$ cat src/rtl/chstat_pkg.sv
package chstat_pkg;
    parameter int unsigned DATA_W   = 24;
    parameter int unsigned NARROW_W = 16;
    parameter int unsigned STAT_W   = 8;
    parameter int unsigned CHF_W    = 3;
    parameter int unsigned BYTE_W   = 8;

    typedef struct packed {
        logic [DATA_W-1:0] raw;
        logic              over;
        logic              under;
        logic              neg;
        logic              nref;
    } conv_rec_t;

    typedef enum logic [1:0] {
        SQ_IDLE = 2'd0,
        SQ_SEND = 2'd1,
        SQ_DONE = 2'd2
    } seq_st_t;
endpackage

$ cat src/rtl/stat_bank.sv
module stat_bank
    import chstat_pkg::*;
#(
    parameter int unsigned NUM_CH = 2,
    parameter int unsigned IDX_W  = (NUM_CH > 1) ? $clog2(NUM_CH) : 1
) (
    input  logic             clk,
    input  logic             rst_n,
    input  logic             conv_valid,
    input  logic [IDX_W-1:0] conv_ch,
    input  conv_rec_t        conv_in,
    input  logic [IDX_W-1:0] rd_ch,
    output conv_rec_t        rec_out
);
    conv_rec_t rec_d [NUM_CH];
    conv_rec_t rec_q [NUM_CH];

    for (genvar g = 0; g < NUM_CH; g++) begin : g_ch
        always_comb begin
            rec_d[g] = rec_q[g];
            if (conv_valid && (conv_ch == IDX_W'(g))) begin
                rec_d[g] = conv_in;
            end
        end

        always_ff @(posedge clk) begin
            if (!rst_n) begin
                rec_q[g] <= '0;
            end else begin
                rec_q[g] <= rec_d[g];
            end
        end
    end

    assign rec_out = rec_q[rd_ch];
endmodule

$ cat src/rtl/stat_byte_build.sv
module stat_byte_build
    import chstat_pkg::*;
#(
    parameter int unsigned IDX_W = 1
) (
    input  logic [IDX_W-1:0]  ch,
    input  logic              opt,
    input  logic              rdy,
    input  logic              pin0,
    input  logic              pin1,
    input  conv_rec_t         rec,
    output logic [STAT_W-1:0] stat
);
    logic [CHF_W-1:0] ch_field;
    logic             b4;
    logic             b3;

    always_comb begin
        ch_field = CHF_W'(ch);
        if (opt) begin
            b4 = pin0;
            b3 = pin1;
        end else begin
            b4 = 1'b0;
            b3 = rdy;
        end
        stat = {ch_field, b4, b3, rec.nref, rec.neg, rec.over | rec.under};
    end
endmodule

$ cat src/rtl/data_fmt.sv
module data_fmt
    import chstat_pkg::*;
(
    input  conv_rec_t         rec,
    input  logic              clamp_en,
    input  logic              wide_en,
    output logic [DATA_W-1:0] word
);
    localparam int unsigned PAD_W = DATA_W - NARROW_W;

    logic [DATA_W-1:0] clamped;

    always_comb begin
        if (clamp_en && rec.over) begin
            clamped = '1;
        end else if (clamp_en && rec.under) begin
            clamped = '0;
        end else begin
            clamped = rec.raw;
        end
        if (wide_en) begin
            word = clamped;
        end else begin
            word = {{PAD_W{1'b0}}, clamped[DATA_W-1 -: NARROW_W]};
        end
    end
endmodule

$ cat src/rtl/read_seq.sv
module read_seq
    import chstat_pkg::*;
(
    input  logic              clk,
    input  logic              rst_n,
    input  logic              rd_start,
    input  logic              rd_is_data,
    input  logic              dump_en,
    input  logic              cont_rd_en,
    input  logic              wide_en,
    input  logic [STAT_W-1:0] status_byte,
    input  logic [DATA_W-1:0] data_word,
    input  logic              byte_adv,
    output logic [BYTE_W-1:0] rd_byte,
    output logic              rd_valid,
    output logic              rd_done
);
    localparam int unsigned BUF_W     = STAT_W + DATA_W;
    localparam int unsigned MAX_BYTES = BUF_W / BYTE_W;
    localparam int unsigned CNT_W     = $clog2(MAX_BYTES);
    localparam int unsigned PAD_W     = DATA_W - NARROW_W;
    localparam int unsigned WIDE_N    = DATA_W / BYTE_W;
    localparam int unsigned NARROW_N  = NARROW_W / BYTE_W;

    typedef struct packed {
        seq_st_t          st;
        logic [BUF_W-1:0] shreg;
        logic [CNT_W-1:0] idx;
        logic [CNT_W-1:0] last;
    } seq_t;

    seq_t s_d, s_q;

    logic [DATA_W-1:0] d_align;
    logic [CNT_W-1:0]  n_data;
    logic              chain;

    always_comb begin
        s_d     = s_q;
        chain   = dump_en || cont_rd_en;
        d_align = wide_en ? data_word : (data_word << PAD_W);
        n_data  = wide_en ? CNT_W'(WIDE_N) : CNT_W'(NARROW_N);
        case (s_q.st)
            SQ_IDLE, SQ_DONE: begin
                if (rd_start) begin
                    s_d.st  = SQ_SEND;
                    s_d.idx = '0;
                    if (chain) begin
                        s_d.shreg = {status_byte, d_align};
                        s_d.last  = n_data;
                    end else if (rd_is_data) begin
                        s_d.shreg = {d_align, {STAT_W{1'b0}}};
                        s_d.last  = n_data - CNT_W'(1);
                    end else begin
                        s_d.shreg = {status_byte, {DATA_W{1'b0}}};
                        s_d.last  = '0;
                    end
                end
            end
            SQ_SEND: begin
                if (byte_adv) begin
                    if (s_q.idx == s_q.last) begin
                        s_d.st = SQ_DONE;
                    end else begin
                        s_d.shreg = s_q.shreg << BYTE_W;
                        s_d.idx   = s_q.idx + CNT_W'(1);
                    end
                end
            end
            default: s_d.st = SQ_IDLE;
        endcase
    end

    always_ff @(posedge clk) begin
        if (!rst_n) begin
            s_q <= '{st: SQ_IDLE, shreg: '0, idx: '0, last: '0};
        end else begin
            s_q <= s_d;
        end
    end

    assign rd_byte  = s_q.shreg[BUF_W-1 -: BYTE_W];
    assign rd_valid = (s_q.st == SQ_SEND);
    assign rd_done  = (s_q.st == SQ_DONE);


    start_valid_chk: assert property (@(posedge clk) disable iff (!rst_n)
        (!rd_valid && rd_start) |=> rd_valid);


    last_done_chk: assert property (@(posedge clk) disable iff (!rst_n)
        (rd_valid && byte_adv && (s_q.idx == s_q.last)) |=> (rd_done && !rd_valid));


    hold_byte_chk: assert property (@(posedge clk) disable iff (!rst_n)
        (rd_valid && !byte_adv) |=> (rd_valid && $stable(rd_byte)));


    excl_flags_chk: assert property (@(posedge clk) disable iff (!rst_n)
        !(rd_valid && rd_done));
endmodule

$ cat src/rtl/chan_status_readout.sv
module chan_status_readout
    import chstat_pkg::*;
#(
    parameter int unsigned NUM_CH = 2,
    parameter int unsigned IDX_W  = (NUM_CH > 1) ? $clog2(NUM_CH) : 1
) (
    input  logic              clk,
    input  logic              rst_n,
    input  logic              conv_valid,
    input  logic [IDX_W-1:0]  conv_ch,
    input  logic [DATA_W-1:0] conv_raw,
    input  logic              conv_over,
    input  logic              conv_under,
    input  logic              conv_neg,
    input  logic              conv_nref,
    input  logic [NUM_CH-1:0] rdy_flags,
    input  logic              pin0_lvl,
    input  logic              pin1_lvl,
    input  logic [NUM_CH-1:0] stat_opt,
    input  logic              clamp_en,
    input  logic              wide_en,
    input  logic              dump_en,
    input  logic              cont_rd_en,
    input  logic [IDX_W-1:0]  rd_ch,
    input  logic              rd_start,
    input  logic              rd_is_data,
    input  logic              byte_adv,
    output logic [STAT_W-1:0] status_byte,
    output logic [DATA_W-1:0] data_word,
    output logic [BYTE_W-1:0] rd_byte,
    output logic              rd_valid,
    output logic              rd_done
);
    conv_rec_t conv_in;
    conv_rec_t sel_rec;

    assign conv_in = '{raw: conv_raw, over: conv_over, under: conv_under,
                       neg: conv_neg, nref: conv_nref};

    stat_bank #(.NUM_CH(NUM_CH), .IDX_W(IDX_W)) u_bank (
        .clk        (clk),
        .rst_n      (rst_n),
        .conv_valid (conv_valid),
        .conv_ch    (conv_ch),
        .conv_in    (conv_in),
        .rd_ch      (rd_ch),
        .rec_out    (sel_rec)
    );

    stat_byte_build #(.IDX_W(IDX_W)) u_stat (
        .ch   (rd_ch),
        .opt  (stat_opt[rd_ch]),
        .rdy  (rdy_flags[rd_ch]),
        .pin0 (pin0_lvl),
        .pin1 (pin1_lvl),
        .rec  (sel_rec),
        .stat (status_byte)
    );

    data_fmt u_fmt (
        .rec      (sel_rec),
        .clamp_en (clamp_en),
        .wide_en  (wide_en),
        .word     (data_word)
    );

    read_seq u_seq (
        .clk         (clk),
        .rst_n       (rst_n),
        .rd_start    (rd_start),
        .rd_is_data  (rd_is_data),
        .dump_en     (dump_en),
        .cont_rd_en  (cont_rd_en),
        .wide_en     (wide_en),
        .status_byte (status_byte),
        .data_word   (data_word),
        .byte_adv    (byte_adv),
        .rd_byte     (rd_byte),
        .rd_valid    (rd_valid),
        .rd_done     (rd_done)
    );


    chan_field_chk: assert property (@(posedge clk) disable iff (!rst_n)
        status_byte[STAT_W-1 -: CHF_W] == CHF_W'(rd_ch));


    opt_off_zero_chk: assert property (@(posedge clk) disable iff (!rst_n)
        !stat_opt[rd_ch] |-> (status_byte[4] == 1'b0 && status_byte[3] == rdy_flags[rd_ch]));


    opt_on_pins_chk: assert property (@(posedge clk) disable iff (!rst_n)
        stat_opt[rd_ch] |-> (status_byte[4] == pin0_lvl && status_byte[3] == pin1_lvl));


    clamp_high_chk: assert property (@(posedge clk) disable iff (!rst_n)
        (clamp_en && sel_rec.over && wide_en) |-> (data_word == '1));


    narrow_pad_chk: assert property (@(posedge clk) disable iff (!rst_n)
        !wide_en |-> (data_word[DATA_W-1 -: (DATA_W-NARROW_W)] == '0));
endmodule

$ cat config.mk
export PLATFORM = sky130hd
export DESIGN_NAME = chan_status_readout
export DESIGN_NICKNAME = d
export VERILOG_FILES = /design/src/rtl/chstat_pkg.sv /design/src/rtl/stat_bank.sv /design/src/rtl/stat_byte_build.sv /design/src/rtl/data_fmt.sv /design/src/rtl/read_seq.sv /design/src/rtl/chan_status_readout.sv
export SDC_FILE = /design/constraint.sdc
export NUM_CORES = 1
export LEC_CHECK = 0
export BUFFER_PORTS_ARGS = -buffer_cell sky130_fd_sc_hd__buf_2
export CORE_MARGIN = 2
export CORE_UTILIZATION = 55
export CTS_CLUSTER_DIAMETER = 40
export DETAILED_ROUTE_END_ITERATION = 8
export GPL_TIMING_DRIVEN = 1
export PLACE_DENSITY = 0.79
export SYNTH_ARGS = -nofsm -noshare
export SYNTH_HDL_FRONTEND = slang
export SYNTH_SLANG_ARGS = --single-unit
export TNS_END_PERCENT = 20
$ cat constraint.sdc
create_clock -name clk -period 3.94 [get_ports clk]
set_input_delay 0.788 -clock clk [delete_from_list [all_inputs] [get_ports clk]]
set_output_delay 0.788 -clock clk [all_outputs]
set_load 0.01 [all_outputs]
==> impl_metrics.csv, run 1 <==
group,metric,value,unit
floorplanning,design.core.area,8640,um^2
yosys,async_reset_ff_share,0,%
routing,remaining_drc_errors,0,
setup_path,worstSetupStartpointType,"input port",
sta,period_needed,3.25,ns
setup_path,criticalPathCategory,"in2out",
pwr,reported_leakage_power,2.17,nW
pwr,ir_worst_vdd,0.000252,V
routing,routed_via_density,5.91,
sta,timing.final.max_slew_violations,0,
sta,rsz0062_at_grt,"false",
sta,layout_setup_ws,0.691,ns
yosys,synth-main-ff-cell,"sky130_fd_sc_hd__edfxtp_1",
sta,setup-violations-final,0,
hold_path,worst_hold_path_type,"reg2reg",
yosys,syn_avg_cell_area,9.49,um^2
place,post_dp_cell_area,5220,um^2
clock_tree,clkSlewWorstSetupHoldPaths,0.09,ns
place,post-dp-hpwl,8170,um
layout,layout-drive-gt1-share,22.1,%
grt,global_route_wire_length_before_repair,19100,um
hold_path,timing.hold.worst_endpoint,"u_seq.s_q[10]",
yosys,synth_seq_area_share,50.1,%
yosys,synth_enable_flop_cells,56,
layout,fillCellCount,731,
clock_tree,tritoncts,"yes",
setup_path,crit_path_max_fanout,25,
yosys,number_of_warnings_issued_by_yosys,0,
floorplanning,dieArea,9620,um^2
job,max_cap_violations,0,
sta,hold_viol,0,
yosys,proportion_of_netlist_area_held_by_the_largest_area_contributor,34.5,%
status,outcome,"complete, no violations",
place,port_buffers,85,
yosys,synth.distinct_cells,52,
setup_path,arrival_time_worst_endpoint,2.46,ns
layout,finish.net_count,612,
setup_path,setup_slack_on_the_worst_flop_to_flop_path,1.54,ns
place,gp_congestion,0.930,
setup_path,required,3.15,ns
yosys,netlist_instances,513,
floorplanning,initial_core_util,56.4,%
grt,globalRouteOverflowTotal,0,
clock_tree,cts_setup_buffers,0,
pwr,pwr_density_cell,405,nW/um^2
sta,slew_at_the_pin_closest_to_its_max_slew_limit,1.23,ns
clock_tree,cts_resized,0,
sta,hold_slack,0.453,ns
routing,dr.first_iter.drc_count,397,
yosys,syn-cell-area,4870,um^2
layout,antenna_cells,0,
routing,antenna_violating_nets_post_route,0,
floorplanning,fp-row-count,34,
setup_path,crit-reg2reg-capture,"u_seq.s_q[18]",
clock_tree,clock_insertion_delay_worst_skew,0.36,ns
clock_tree,tritoncts_num_sinks,94,
grt,grt_start_max_net_pins,56,
grt,antenna_found_initial,0,
clock_tree,tritoncts.num_buffers,9,
sta,fin_setup_tns,0,ns
routing,drtPass1Iterations,6,
sta,layout_worst_path_cycle_share,82.5,%
floorplanning,die_h,98.1,um
sta,timing.max_slew.rel_slack,17.7,%
routing,drt-wirelength-per-cell,17.2,um
hold_path,worstHoldPathCells,2,
layout,finish.instance_area,5400,um^2
yosys,ranking_of_synthesized_cells_by_area,"sky130_fd_sc_hd__edfxtp_1 (35%), sky130_fd_sc_hd__dfxtp_1 (16%), sky130_fd_sc_hd__and2_1 (8.0%)",
floorplanning,die-width,98.1,um
sta,timing.fmax,0.308,GHz
floorplanning,design.portCount,88,
layout,area.growth.synth_to_final,10.9,%
clock_tree,h-tree-depth,3,
hold_path,timing.hold.worst.start,"u_seq.s_q[10]",
setup_path,timing.critical_path.to_type,"primary output",
sta,worst_clock_skew,0.00830,ns
clock_tree,clock_path_buffers,2,
pwr,power,2.19,mW
clock_tree,clk_root_buffer_cell,"sky130_fd_sc_hd__clkbuf_8",
setup_path,r2r-start,"u_seq.s_q[37]",
routing,routed_wirelength,11700,um
grt,number_of_global_route_vias_before_repair,3810,
yosys,synth_largest_area_cell,"sky130_fd_sc_hd__edfxtp_1",
place,detailedPlace.worstSlack,0.724,ns
clock_tree,cts.hold.buffers_added,0,
routing,vias,4007,
grt,grt.total_usage,24.8,%
yosys,flip_flop_and_latch_count_after_synthesis,94,
setup_path,rr_worst_depth,6,
critical path, cell delays in order:
cell	delay, ns
sky130_fd_sc_hd__buf_2	0.12
sky130_fd_sc_hd__nand2_1	0.45
sky130_fd_sc_hd__a32oi_1	0.58
sky130_fd_sc_hd__mux2_2	0.24
sky130_fd_sc_hd__nand2_1	0.08
sky130_fd_sc_hd__buf_2	0.19
registers in the layout, indices dropped and copies added (netlist names):
name	count
u_seq.rd_byte	8
u_seq.s_q	30
u_bank.rec_q	56
where the power goes:
group,switching [mW],internal [mW],leakage (nW),total [mW]
Combinational,0.264,0.149,1.20,0.413
Clock,0.332,0.289,0.0930,0.621
Sequential,0.0324,1.12,0.881,1.15
Total,0.628,1.56,2.17,2.19
synthesized netlist by cell type (all sizes together), types with 2 or more instances:
master  count
and2       64
nand2      57
edfxtp     56
o21ai      46
dfxtp      38
a21oi      37
buf        33
nor2       31
a32oi      22
clkbuf     19
nor2b      16
a31oi      10
inv         8
mux2        8
nand4       8
nand3       7
a22oi       5
o211ai      5
a211o       4
mux2i       4
nor3        4
o311ai      4
a211oi      3
a221oi      3
nand2b      3
nor3b       2
o22ai       2
xor2        2
per-layer routing:
layer / vias up / part of all wire [%] / GRT usage [%]
li1: 1942 / - / -
met1: 1869 / 43 / 34.0
met2: 171 / 47 / 39.1
met3: 25 / 7.0 / 4.37
met4: 0 / 2.3 / 10.4
met5: - / 0 / 0
layout make-up:
cell class                      count  area, um^2  share of cell area [%]
Sequential cell                    94        2440                    45.2
Multi-Input combinational cell    359        2120                    39.3
Timing Repair Buffer               93         485                    8.98
Tap cell                          108         135                    2.50
Clock buffer                        9         124                    2.29
Clock inverter                      6        61.3                    1.13
Inverter                            9        33.8                   0.625
metrics by stage:
stage / std cells / util (%)
finish: 678 / 62.6
global route: 678 / 62.6
CTS: 678 / 62.6
detailed placement: 663 / 60.4
global placement: 663 / 60.4
floorplan: 514 / -
layout by cell type (no fill, tap or decap), types with 5 or more instances in the layout:
cell,instances
sky130_fd_sc_hd__dfxtp_1,38
sky130_fd_sc_hd__clkbuf_8,9
sky130_fd_sc_hd__a31oi_1,10
sky130_fd_sc_hd__nor2b_1,16
sky130_fd_sc_hd__edfxtp_1,56
sky130_fd_sc_hd__nand3_1,7
sky130_fd_sc_hd__mux2_2,7
sky130_fd_sc_hd__a22oi_1,5
sky130_fd_sc_hd__a32oi_1,22
sky130_fd_sc_hd__nand4_1,8
sky130_fd_sc_hd__buf_2,85
sky130_fd_sc_hd__nor2_1,30
sky130_fd_sc_hd__nand2_1,57
sky130_fd_sc_hd__buf_4,8
sky130_fd_sc_hd__inv_1,7
sky130_fd_sc_hd__and2_1,62
sky130_fd_sc_hd__o21ai_0,45
sky130_fd_sc_hd__a21oi_1,36
cells by family (layout without fill, tap and decap cells):
family                    count (synthesis)  after routing  synth area share [%]
AOI/OAI and AO/OA                       149            149                  19.7
xor gates and xnor gates                  2              2                 0.360
buffers and inverters                    61            117                  6.45
DFF                                      94             94                  50.1
muxes                                    12             12                  2.75
other                                     1              2                0.0770
and+or+nand+nor                         194            194                  20.5
how the worst max path moves through the flow:
| stage | start | end | slack, ns | cells after the start |
|---|---|---|---|---|
| floorplan | conv_valid | u_bank.rec_q[0][0] | 0.64 | 2 |
| global placement | rd_ch | data_word[16] | 0.76 | 7 |
| detailed placement | rd_ch | data_word[16] | 0.72 | 7 |
| CTS | rd_ch | data_word[16] | 0.71 | 7 |
| global route | rd_ch | data_word[16] | 0.55 | 7 |
| finish | clamp_en | data_word[15] | 0.69 | 6 |
Note: power is estimated with default switching activity, not from simulation.
==> run 2, diff against run 1 <==
- CORE_UTILIZATION: 55 -> 51
- PLACE_DENSITY: 0.79 -> 0.77
- clock period: 3.94 -> 2.8 ns (I/O delays scaled with it)
==> run 2 against run 1 <==
Compared with the run above: routed wire length up 6.3%; setup slack got worse by 0.51 ns; largest cell class unchanged; clock power grew 57%; largest power group unchanged; combinational power up 50%; register-to-register slack lost 1.0 ns; via count is 2.8% higher; first-iteration DRC count decreased by 21%; sequential power is 41% higher; critical path depth is the same; design area rose by 3.7%; total power increased by 47%; global-route usage hardly changed.
==> impl_metrics.csv, run 2 (synthesis results as in run 1) <==
group,metric,value,unit
setup_path,required,2.24,ns
sta,hold_viol,0,
hold_path,worstHoldPathCells,2,
pwr,netSwitchingFraction,28.1,%
floorplanning,design.portCount,88,
place,gp_congestion,0.906,
setup_path,arrival_time_worst_endpoint,2.06,ns
sta,period_needed,2.62,ns
clock_tree,cts.hold.buffers_added,0,
setup_path,r2r-start,"u_seq.s_q[37]",
setup_path,crit_path_max_incr_delay,0.41,ns
grt,grt_start_max_net_pins,56,
grt,globalRouteOverflowTotal,0,
setup_path,timing.critical_path.to_type,"primary output",
sta,worst_clock_skew,0.0103,ns
grt,antenna_found_initial,0,
grt,global_route_wire_length_before_repair,19900,um
pwr,reported_leakage_power,2.27,nW
sta,layout_worst_path_cycle_share,93.5,%
pwr,power_frac_comb,19.2,%
sta,timing.fmax,0.382,GHz
setup_path,criticalPathCategory,"reg2out",
floorplanning,dieArea,10300,um^2
pwr,ir_worst_vdd,0.000314,V
sta,timing.final.max_slew_violations,0,
setup_path,worstSetupStartpointType,"register",
hold_path,worst_hold_path_type,"reg2reg",
routing,vias,4118,
routing,routed_via_density,5.79,
routing,drtPass1Iterations,5,
setup_path,rr_worst_depth,6,
clock_tree,cts_resized,0,
status,outcome,"complete, no violations",
routing,dr.first_iter.drc_count,312,
clock_tree,tritoncts_num_sinks,94,
setup_path,crit_path_max_fanout,40,
routing,antenna_violating_nets_post_route,0,
sta,rsz0062_at_grt,"false",
clock_tree,clock_path_buffers,2,
layout,layout-drive-gt1-share,23.5,%
job,max_cap_violations,0,
floorplanning,fp-row-count,35,
setup_path,cp_top_family,"multiplexers",
sta,timing.max_slew.rel_slack,29.7,%
place,port_buffers,85,
layout,utilization,60.7,%
layout,antenna_cells,0,
layout,area.growth.synth_to_final,15.1,%
pwr,seqPwrFrac,50.4,%
layout,largest_register_ffs,56,
routing,drt-wirelength-per-cell,17.4,um
clock_tree,clkSlewWorstSetupHoldPaths,0.09,ns
setup_path,timing.critical_path.cells,"mux2_4 -> nand2_1 -> buf_12 -> o211ai_1 -> mux2_2 -> buf_2",
clock_tree,h-tree-depth,3,
pwr,cell_internal_pwr,2.31,mW
layout,finish.net_count,623,
clock_tree,clock_insertion_delay_worst_skew,0.36,ns
hold_path,timing.hold.worst_endpoint,"u_seq.s_q[11]",
sta,slew_at_the_pin_closest_to_its_max_slew_limit,1.05,ns
setup_path,worst_path_slowest_cell,"sky130_fd_sc_hd__edfxtp_1",
floorplanning,die_h,102,um
place,post-dp-hpwl,8720,um
hold_path,timing.hold.worst.start,"u_seq.s_q[11]",
layout,mostFrequentLayoutCells,"sky130_fd_sc_hd__buf_2 (85), sky130_fd_sc_hd__and2_1 (62), sky130_fd_sc_hd__nand2_1 (57), sky130_fd_sc_hd__edfxtp_1 (56), sky130_fd_sc_hd__o21ai_0 (45)",
floorplanning,initial_core_util,52.7,%
layout,regMostFlops,"u_bank.rec_q",
pwr,pwr_density_cell,575,nW/um^2
grt,number_of_global_route_vias_before_repair,3935,
routing,routed_wirelength,12400,um
setup_path,path_buf_inv,2,
clock_tree,cts_setup_buffers,0,
clock_tree,tritoncts.num_buffers,9,
sta,fin_setup_tns,0,ns
routing,remaining_drc_errors,0,
clock_tree,clk_root_buffer_cell,"sky130_fd_sc_hd__clkbuf_8",
layout,mostFrequentLayoutCell,"sky130_fd_sc_hd__buf_2",
grt,grt.total_usage,24.8,%
setup_path,setup_slack_on_the_worst_flop_to_flop_path,0.50,ns
floorplanning,design.core.area,9240,um^2
sta,setup-violations-final,0,
pwr,clock_network_fraction_of_design_power,30.3,%
clock_tree,tritoncts,"yes",
setup_path,crit-reg2reg-capture,"u_seq.s_q[7]",
pwr,p_sw,905,uW
floorplanning,die-width,102,um
==> run 2: cell types whose count changed in the layout (fill, tap and decap cells not counted) <==
cell and delta:
sky130_fd_sc_hd__buf_12 +5, sky130_fd_sc_hd__clkinv_4 +1, sky130_fd_sc_hd__clkinvlp_2 -1, sky130_fd_sc_hd__buf_4 +6
sky130_fd_sc_hd__bufinv_16 +1, sky130_fd_sc_hd__inv_6 -1, sky130_fd_sc_hd__clkbuf_1 +1
==> run 2: power by group through the flow <==
stage,clock [mW],combinational (mW),sequential (mW)
final,0.977,0.619,1.62
after global routing,1.03,0.683,1.63
after CTS,0.983,0.614,1.62
after detailed placement,0,0.610,1.65
after global placement,0,0.598,1.65
after floorplan,0,0.408,1.64
==> run 2: how the worst max path moves through the flow <==
stage | startpoint | to | slack, ns | depth (start not counted)
2_1_floorplan | conv_valid | u_bank.rec_q[0][0] | 0.49 | 2
3_3_place_gp | rd_ch | data_word[6] | 0.34 | 7
3_5_place_dp | rd_ch | data_word[6] | 0.30 | 7
4_1_cts | u_bank.rec_q[1][3] | data_word[6] | 0.18 | 6
5_1_grt | u_bank.rec_q[1][3] | data_word[6] | 0.06 | 6
6_report | u_bank.rec_q[1][3] | data_word[6] | 0.18 | 6
==> run 2: through the flow <==
stage               power [mW]  std cells  hold slack, ns  worst slack (ns)  cell area [um^2]
floorplan                 2.05        514           0.429             0.485              4870
global placement          2.25        695           0.438             0.341              5390
detailed placement        2.26        695           0.446             0.297              5390
CTS                       3.22        711           0.459             0.182              5600
global route              3.35        711           0.476            0.0630              5600
finish                    3.22        711           0.460             0.182              5600
==> run 2: per-layer routing <==
layer / track usage (%) / part of all wire, % / up-vias / wire length (um)
met1: 34.3 / 43 / 1945 / 5320
met4: 9.67 / 2.1 / 0 / 263
met5: 0 / 0 / - / 0
met2: 39.4 / 48 / 191 / 5910
li1: - / - / 1960 / -
met3: 3.73 / 7.3 / 22 / 904
==> run 2: area by class of cell <==
cell class	instances	area (um^2)
fill	789	3640
sequential	94	2440
multi-input combinational	359	2120
timing repair buffer	104	631
tap	129	161
clock buffer	10	128
clock inverter	6	86.3
inverter	9	33.8
==> run 2: worst min-delay path, cell delays in order, from the launching register on <==
cell and delay (ns):
sky130_fd_sc_hd__dfxtp_1 0.32, sky130_fd_sc_hd__nand2_1 0.05, sky130_fd_sc_hd__a21oi_1 0.05
==> run 3, diff against run 2 <==
==> constraint.sdc (replaced) <==
create_clock -name clk -period 2.8 [get_ports clk]
set_input_delay 0.42 -clock clk [delete_from_list [all_inputs] [get_ports clk]]
set_output_delay 0.42 -clock clk [all_outputs]
set_load 0.01 [all_outputs]
==> run 3 against run 2 <==
Compared with the run above: final cell count shrank 0.84%; clock-buffer cell count shrank 1; maximum frequency increased by 4.0%; non-clock buffer count fell by 5; combinational power down 3%; design area fell by 1.7%; total power is 2.6% lower.
==> impl_metrics.csv, run 3 (synthesis results as in run 1) <==
group,metric,value,unit
setup_path,crit-reg2reg-capture,"u_seq.s_q[5]",
clock_tree,cts_setup_buffers,0,
setup_path,setup_slack_on_the_worst_flop_to_flop_path,0.56,ns
grt,globalRouteOverflowTotal,0,
floorplanning,design.core.area,9240,um^2
layout,fillCellCount,801,
layout,area.growth.synth_to_final,13.1,%
grt,global_route_wire_length_before_repair,19400,um
routing,drtPass1Iterations,5,
clock_tree,cts_resized,0,
setup_path,rr_worst_depth,6,
clock_tree,clock_insertion_delay_worst_skew,0.36,ns
layout,mostFrequentLayoutCells,"sky130_fd_sc_hd__buf_2 (85), sky130_fd_sc_hd__and2_1 (62), sky130_fd_sc_hd__nand2_1 (57), sky130_fd_sc_hd__edfxtp_1 (56), sky130_fd_sc_hd__o21ai_0 (45)",
layout,layout-drive-gt1-share,23.1,%
setup_path,crit_path_max_fanout,14,
sta,period_needed,2.52,ns
sta,layout_setup_ws,0.282,ns
pwr,ir_worst_vdd,0.000251,V
sta,timing.final.max_slew_violations,0,
sta,hold_viol,0,
pwr,pwr_density_cell,569,nW/um^2
layout,post_layout_nonfiller_instances,705,
routing,wl_met3,920,um
routing,detailroute.wirelength.met2,5820,um
hold_path,timing.hold.worst_endpoint,"u_bank.rec_q[1][3]",
pwr,power,3.14,mW
place,post-dp-hpwl,8590,um
setup_path,cpMostUsedCell,"sky130_fd_sc_hd__nand2_1",
sta,setup-violations-final,0,
setup_path,criticalPathCategory,"reg2out",
setup_path,worst_path_slowest_cell,"sky130_fd_sc_hd__edfxtp_1",
sta,rsz0062_at_grt,"false",
routing,highest-signal-layer,"met4",
routing,antenna_violating_nets_post_route,0,
setup_path,timing.critical_path.to_type,"primary output",
routing,met1_length,5350,um
sta,fin_setup_tns,0,ns
setup_path,path_buf_inv,2,
setup_path,worstSetupStartpointType,"register",
layout,finish.instance_area,5510,um^2
grt,grt.total_usage,24.0,%
setup_path,cp_top_family,"flip-flops",
floorplanning,die_h,102,um
hold_path,worstHoldPathCells,2,
layout,utilization,59.6,%
clock_tree,cts.hold.buffers_added,0,
sta,timing.fmax,0.397,GHz
sta,slew_at_the_pin_closest_to_its_max_slew_limit,0.958,ns
hold_path,worst_hold_path_type,"in2reg",
clock_tree,clkSlewWorstSetupHoldPaths,0.10,ns
setup_path,required,2.38,ns
floorplanning,fp-row-count,35,
clock_tree,clock_path_buffers,2,
routing,routed_wirelength,12200,um
sta,layout_worst_path_cycle_share,89.9,%
place,placed_cells,690,
sta,timing.max_slew.rel_slack,35.8,%
routing,vias,4118,
layout,antenna_cells,0,
floorplanning,dieArea,10300,um^2
sta,hold_slack,0.336,ns
routing,routed_via_density,5.84,
place,port_buffers,85,
clock_tree,h-tree-depth,3,
clock_tree,tritoncts_num_sinks,94,
routing,dr.first_iter.drc_count,456,
routing,drt-wirelength-per-cell,17.4,um
floorplanning,die-width,102,um
layout,regMostFlops,"u_bank.rec_q",
layout,finish.net_count,618,
clock_tree,tritoncts,"yes",
layout,mostFrequentLayoutCell,"sky130_fd_sc_hd__buf_2",
setup_path,r2r-start,"u_seq.s_q[37]",
grt,antenna_found_initial,0,
grt,grt_start_max_net_pins,56,
floorplanning,design.portCount,88,
place,detailedPlace.worstSlack,0.567,ns
routing,remaining_drc_errors,0,
sta,worst_clock_skew,0.0112,ns
place,gp_congestion,0.945,
place,post_dp_cell_area,5320,um^2
setup_path,timing.critical_path.cells,"nand2_1 -> buf_4 -> nand2_1 -> o21ai_0 -> mux2i_1 -> nand2_1 -> buf_2",
job,max_cap_violations,0,
layout,largest_register_ffs,56,
clock_tree,clk_root_buffer_cell,"sky130_fd_sc_hd__clkbuf_8",
setup_path,arrival_time_worst_endpoint,2.10,ns
pwr,reported_leakage_power,2.21,nW
setup_path,crit_path_max_incr_delay,0.42,ns
clock_tree,tritoncts.num_buffers,9,
status,outcome,"complete, no violations",
floorplanning,initial_core_util,52.7,%
hold_path,timing.hold.worst.start,"conv_over",
grt,number_of_global_route_vias_before_repair,3827,
[run 3: cell count changes in the layout (fill, tap and decap cells not counted), sizes merged]
cell and delta:
inv +3, clkinv -4, clkinvlp +2, buf -5, bufinv -1, clkbuf -1
[run 3: how the worst max path moves through the flow]
| stage | cells after the start | start | end | slack [ns] |
|---|---|---|---|---|
| after CTS | 7 | u_bank.rec_q[0][2] | data_word[8] | 0.29 |
| after floorplan | 2 | conv_valid | u_bank.rec_q[0][0] | 0.63 |
| final | 7 | u_bank.rec_q[0][2] | data_word[8] | 0.28 |
| after global placement | 7 | rd_ch | data_word[5] | 0.60 |
| after detailed placement | 8 | clamp_en | data_word[8] | 0.57 |
| after global routing | 7 | u_bank.rec_q[0][2] | data_word[8] | 0.09 |
[run 3: power by group]
group	total, mW	leakage, nW	switching (mW)	internal (mW)
logic	0.599	1.24	0.378	0.221
registers	1.62	0.881	0.0468	1.58
clock network	0.912	0.0927	0.496	0.416
[run 3: final cells by class]
cell class                 instances  area [um^2]  share of cell area, %
inverter                           9         33.8                  0.613
tap                              129          161                   2.93
sequential                        94         2440                   44.3
timing repair buffer              99          556                   10.1
clock buffer                       9          124                   2.25
clock inverter                     6         68.8                   1.25
multi-input combinational        359         2120                   38.5
[run 3: routing by layer]
metal / vias up / global-route usage, %
met1: 1933 / 34.7
met4: 0 / 8.11
met3: 15 / 3.17
li1: 1953 / -
met5: - / 0
met2: 217 / 37.3
